File: src/rtl/ea_pkg.sv
package ea_pkg;
  localparam int EA_W   = 16;
  localparam int BYTE_W = EA_W / 2;

  typedef logic [EA_W-1:0]   word_t;
  typedef logic [BYTE_W-1:0] byte_t;

  typedef enum logic [1:0] {
    SEG_ES = 2'b00,
    SEG_CS = 2'b01,
    SEG_SS = 2'b10,
    SEG_DS = 2'b11
  } seg_e;

  localparam logic [1:0] MD_NONE  = 2'b00;
  localparam logic [1:0] MD_DISP8 = 2'b01;
  localparam logic [1:0] MD_DISP16 = 2'b10;
  localparam logic [1:0] MD_REG   = 2'b11;

  // absolute-address escape: no-displacement mode with the BP-only code
  function automatic logic is_direct(input logic [1:0] md, input logic [2:0] rm);
    return (md == MD_NONE) && (rm == 3'b110);
  endfunction

  function automatic word_t disp_value(input logic [1:0] md, input logic [2:0] rm,
                                       input byte_t lo, input byte_t hi);
    word_t d;
    case (md)
      MD_DISP8:  d = {{BYTE_W{lo[BYTE_W-1]}}, lo};
      MD_DISP16: d = {hi, lo};
      MD_NONE:   d = is_direct(md, rm) ? {hi, lo} : '0;
      default:   d = '0;
    endcase
    return d;
  endfunction

  function automatic logic bp_based(input logic [1:0] md, input logic [2:0] rm);
    return (md != MD_REG) && !is_direct(md, rm) &&
           ((rm == 3'b010) || (rm == 3'b011) || (rm == 3'b110));
  endfunction
endpackage

File: src/rtl/ea_disp_sel.sv
module ea_disp_sel
  import ea_pkg::*;
(
  input  logic [1:0] md,
  input  logic [2:0] rm,
  input  byte_t      lo,
  input  byte_t      hi,
  output word_t      disp,
  output logic       direct
);
  always_comb begin
    disp   = disp_value(md, rm, lo, hi);
    direct = is_direct(md, rm);
  end
endmodule

File: src/rtl/ea_base_sel.sv
module ea_base_sel
  import ea_pkg::*;
(
  input  logic [2:0] rm,
  input  logic       direct,
  input  word_t      bx,
  input  word_t      bp,
  input  word_t      si,
  input  word_t      di,
  output word_t      base_sum
);
  word_t pair_sum;
  word_t single;

  always_comb begin
    pair_sum = (rm[1] ? bp : bx) + (rm[0] ? di : si);
    case (rm[1:0])
      2'b00:   single = si;
      2'b01:   single = di;
      2'b10:   single = direct ? '0 : bp;
      default: single = bx;
    endcase
    base_sum = rm[2] ? single : pair_sum;
  end
endmodule

File: src/rtl/ea_seg_pick.sv
module ea_seg_pick
  import ea_pkg::*;
(
  input  logic       uses_bp,
  input  logic       reg_form,
  input  logic       ovr_valid,
  input  logic [1:0] ovr_seg,
  output seg_e       seg_sel
);
  always_comb begin
    if (reg_form)       seg_sel = SEG_DS;
    else if (ovr_valid) seg_sel = seg_e'(ovr_seg);
    else if (uses_bp)   seg_sel = SEG_SS;
    else                seg_sel = SEG_DS;
  end
endmodule

File: src/rtl/ea_gen.sv
module ea_gen
  import ea_pkg::*;
(
  input  logic             clk,
  input  logic             rst_n,
  input  logic             start,
  input  logic [7:0]       modrm,
  input  logic [BYTE_W-1:0] disp_lo,
  input  logic [BYTE_W-1:0] disp_hi,
  input  logic [EA_W-1:0]  bx,
  input  logic [EA_W-1:0]  bp,
  input  logic [EA_W-1:0]  si,
  input  logic [EA_W-1:0]  di,
  input  logic             ovr_valid,
  input  logic [1:0]       ovr_seg,
  output logic             done,
  output logic [EA_W-1:0]  offset,
  output logic [1:0]       seg,
  output logic             is_reg
);
  logic [1:0] md;
  logic [2:0] rm;
  word_t      disp;
  logic       direct;
  word_t      base_sum;
  word_t      ea_sum;
  logic       reg_form;
  logic       uses_bp;
  seg_e       seg_sel;

  assign md       = modrm[7:6];
  assign rm       = modrm[2:0];
  assign reg_form = (md == MD_REG);
  assign uses_bp  = bp_based(md, rm);

  ea_disp_sel u_disp (
    .md(md), .rm(rm), .lo(disp_lo), .hi(disp_hi), .disp(disp), .direct(direct)
  );

  ea_base_sel u_base (
    .rm(rm), .direct(direct), .bx(bx), .bp(bp), .si(si), .di(di), .base_sum(base_sum)
  );

  ea_seg_pick u_seg (
    .uses_bp(uses_bp), .reg_form(reg_form), .ovr_valid(ovr_valid),
    .ovr_seg(ovr_seg), .seg_sel(seg_sel)
  );

  assign ea_sum = base_sum + disp;

  always_ff @(posedge clk or negedge rst_n) begin
    if (!rst_n) begin
      done   <= 1'b0;
      offset <= '0;
      seg    <= SEG_DS;
      is_reg <= 1'b0;
    end else begin
      done <= start;
      if (start) begin
        offset <= reg_form ? '0 : ea_sum;
        seg    <= seg_sel;
        is_reg <= reg_form;
      end
    end
  end
endmodule

File: config.mk
export PLATFORM = sky130hd
export DESIGN_NAME = ea_gen
export DESIGN_NICKNAME = d
export VERILOG_FILES = /design/src/rtl/ea_pkg.sv /design/src/rtl/ea_disp_sel.sv /design/src/rtl/ea_base_sel.sv /design/src/rtl/ea_seg_pick.sv /design/src/rtl/ea_gen.sv
export SDC_FILE = /design/constraint.sdc
export NUM_CORES = 1
export LEC_CHECK = 0
export ABC_AREA = 1
export BUFFER_PORTS_ARGS = -buffer_cell sky130_fd_sc_hd__buf_2
export CORE_UTILIZATION = 55
export DETAILED_ROUTE_END_ITERATION = 8
export PLACE_DENSITY = 0.85
export SETUP_SLACK_MARGIN = 0.15
export SLEW_MARGIN = 20
export SYNTH_ARGS = -nofsm -noshare
export SYNTH_HDL_FRONTEND = slang
export SYNTH_HIERARCHICAL = 1
export SYNTH_SLANG_ARGS = --single-unit
File: constraint.sdc
create_clock -name clk -period 2 [get_ports clk]
set_input_delay 0.1 -clock clk [delete_from_list [all_inputs] [get_ports clk]]
set_output_delay 0.1 -clock clk [all_outputs]
set_load 0.01 [all_outputs]
==> results.md <==
* Worst R2R Path Depth at 2
* Simple-Gate Fraction of Synth Area at 0.544
* Total GRT Usage at 0.404
* Total CTS buffers at 3
* Iteration-0 DRC count of the detailed router at about 770
* Failing checks: DRC, setup timing
* Hold Path Class: input pin to flop
* Gpl congestion at just under 1
* Fin area at 0.00571 sq mm
* Die width at roughly 84 um
* Largest family of logic cells by synthesized area: simple AND/OR/NAND/NOR gates
* Hold Path Stages at 4
* Hold Path End: seg[1]
* Seq pwr share at 0.161
* Fraction of layout cells with a size suffix above 1 at 0.359
* CTS tree: yes
* Yosys reg bits at 20
* Max stage delay on crit path at around 340 ps
* Peak VDD IR at ~650 uV
* Clk slew on worst S/H paths at roughly 80 ps
* Vias in the first global route at around 5200
* DR vias at 6000
* Compound-Gate Fraction of Synth Area at 0.0720
* CP Launch Type: input pin
* Largest net degree at the start of global routing at 22
* Port bufs at 110
* Worst-Margin Slew at 472 ps
* Total power at 3400 uW
* Status: finished, violations left
* WL final at between 15000 and 20000 um
* Filler cells at 333
* Clock share of power at 0.123
* # diodes at 0
* Mean Syn Cell Area at 5.28 sq um
* Max-slew violations at 0
* Biggest regs: offset: 16 flops, seg: 2 flops
* Clock skew at 0 ps
* Crit Path Max Fanout at 11
* FF-to-FF Start: seg[1]
* Max Freq at 346 MHz
* Pre-antenna DRT Iters at 9
* CP Data Required Time at 2170 ps
* Nets@finish at 1012
* Reg with most FFs: offset
* Setup ws final at -887 ps
* Slew HR at 0.686
* Cells after Synth at 707
* Syn nets at between 800 and 900
* Commonest non-fill, non-tap cell in the layout: nand2_1
* Logic pwr share at 0.716
* Crit share post-route at 1.44
* GR Overflow Total at 0
* Final setup viols at 15
* H-tree levels at 1
* Distinct cells, synth at 40
* Power Density at ~600 mW/mm^2
* Post-route core utilization at 0.884
* Cells after DPL at 946
* Cell Rows at 29
* Final Non-Filler Cells at about 960
* Drt drc at 8
* Area share of fa/ha/maj cells after synthesis at 0.111
* Seq/Total Area, Yosys at 0.135
* Most frequent cells in the layout: 323 x nand2_1, 108 x buf_2, 79 x inv_1, 62 x buf_4, 54 x nand3_1
* Global-route wire length before repair at between 20000 and 25000 um
* Pre-CTS WS at -905 ps
* Clk_lat worst skew at 260 ps
* Via density at slightly above 6
* Core area at ~0.0065 sq mm
* Multi-input logic area at 0.00337 sq mm
* Worst path cell trace: buf_8, buf_12, buf_4, nand2_1, nand2_1, ha_4, nand2_1, nand2_1, nand2_1, nand2_1, a21oi_2, nor2_1, nor2_1, nor2_1, ha_1, nand2_1, inv_1, nand2_1, nor3_2, nand2_2, nand2_1, nand2_1, nand3_1, nand2_1
* Die Y at about 84 um
* Clock tree buffer depth at 2
* Yosys warnings at 6
* Max-cap violations at 0
* CP arrival at 3050 ps
* RSZ-0062 raised after global routing: yes
* Post-Syn Area at 0.00373 sq mm
* Clock Sinks at 20
* Fin. Hold Viols at 0
* R2r endpoint: seg[1]
* Worst reg2reg setup slack at about 1200 ps
* Area delta synth->final at 52.8%
* Mux cell area share after synthesis at 0
* DIE AREA at ~0.0071 sq mm
* Clock root cell: clkbuf_8
* Final HPWL DP at roughly 10000 um
* P_sw at around 1600 uW
* Tmin final at between 2000 and 3000 ps
* Post-Synth XOR/XNOR Area at 0.0164
* HP Start: ovr_valid
* Crit Path Class: input pin to flop
* Initial Utilization at 0.578
* Switching share of power at 0.480
* Initial antenna violation count at 0
* Crit path capture type: flop
* Leakage at 0.00332 uW
* I/O pin total at between 100 and 150
* Slowest stage cell, crit path: ha_1
* Area post-placement at just over 0.005 sq mm
* Most frequent CP cell: nand2_1
* Max FFs per register at 16
* Int Power at about 1800 uW
* Final ANT Viol Nets at 0
* FF/Latch Area at 503 sq um
* Wirelength per Cell at ~19 um
-- power by group through the flow --
| stage | Sequential, uW | Combinational [uW] | Clock (uW) |
|---|---|---|---|
| after floorplan | 592 | 1120 | 0 |
| after global placement | 544 | 1780 | 0 |
| after detailed placement | 548 | 1850 | 0 |
| after CTS | 542 | 2000 | 419 |
| after global routing | 553 | 2590 | 443 |
| final | 546 | 2440 | 419 |
-- critical path, delay by kind of cell --
kind / cells / cell delay, ps
AOI/OAI and AO/OA: 1 / 190
adders and majority gates: 2 / 610
buffers and inverters: 4 / 520
and+or+nand+nor: 17 / 1610
-- area by class of cell --
type                    count  area share
clock buffers               3     0.00723
clock inverters             1     0.00526
inverters                  96      0.0660
multi-input cells         576       0.591
flip-flops and latches     20      0.0881
well taps                  77      0.0169
repair buffers            189       0.226
-- kinds of logic after synthesis --
family,count (synthesis)
AOI/OAI and AO/OA,48
xor gates and xnor gates,7
adders and majority gates,32
buffers and inverters,111
DFF,20
and+or+nand+nor,489
-- worst max path at each step --
stage / from / endpoint
global route: modrm[1] / offset[15]
global placement: modrm[1] / offset[15]
floorplan: modrm[1] / offset[15]
CTS: modrm[1] / offset[15]
detailed placement: modrm[1] / offset[13]
finish: modrm[1] / offset[14]
-- timing repair --
item	in CTS	in global routing
resized for setup	52	55
pin swaps	27	23
hold endpoints to repair	19	0
gates cloned	1	0
endpoints found under the setup margin	15	15
setup buffers	4	5
hold buffers	2	0
-- synth_stat cells --
cell type    n  share of area
a21o_1       1         0.0020
a21oi_1     23          0.031
a21oi_2      1         0.0023
a22o_1       1         0.0023
a31oi_1      1         0.0017
a32oi_1      1         0.0023
and2_4       1         0.0023
and3_1       1         0.0017
buf_2        7         0.0094
buf_4        2         0.0040
buf_6        3         0.0090
clkbuf_1     3         0.0030
dfrtp_1     18           0.12
dfstp_2      2          0.014
fa_1         2          0.011
ha_1        30           0.10
inv_1       93          0.093
inv_2        3         0.0030
nand2_1    356           0.36
nand2_2      2         0.0033
nand2_4      1         0.0030
nand3_1     64          0.086
nand3_2      1         0.0027
nand3b_1     5          0.010
nand4_1      5         0.0084
nor2_1      36          0.036
nor2_2       2         0.0033
nor2_4       2         0.0060
nor3_1       6         0.0080
nor3_4       1         0.0044
o211ai_1     1         0.0020
o21ai_0     12          0.016
o21ai_1      4         0.0054
o21ai_2      2         0.0047
o221ai_1     1         0.0023
or2_1        1         0.0017
or2_2        4         0.0067
or2_4        1         0.0023
xnor2_1      2         0.0047
xor2_1       5          0.012
-- metal layers --
metal	wire [um]	part of all wire	vias to the layer above	GRT usage
met1	6200	0.33	2606	0.450
met2	8190	0.44	626	0.744
li1	-	-	2556	-
met3	2470	0.13	212	0.0619
met4	1860	0.099	0	0.210
met5	0	0	-	0
-- metrics by stage --
step | setup TNS [ps] | hold slack, ps
after floorplan | -5380 | -196
after global placement | -10040 | 54.3
after detailed placement | -11000 | 70.8
after CTS | -6110 | 97.1
after global routing | -11410 | 134
final | -10350 | 156
(Power assumes the default switching activity.)
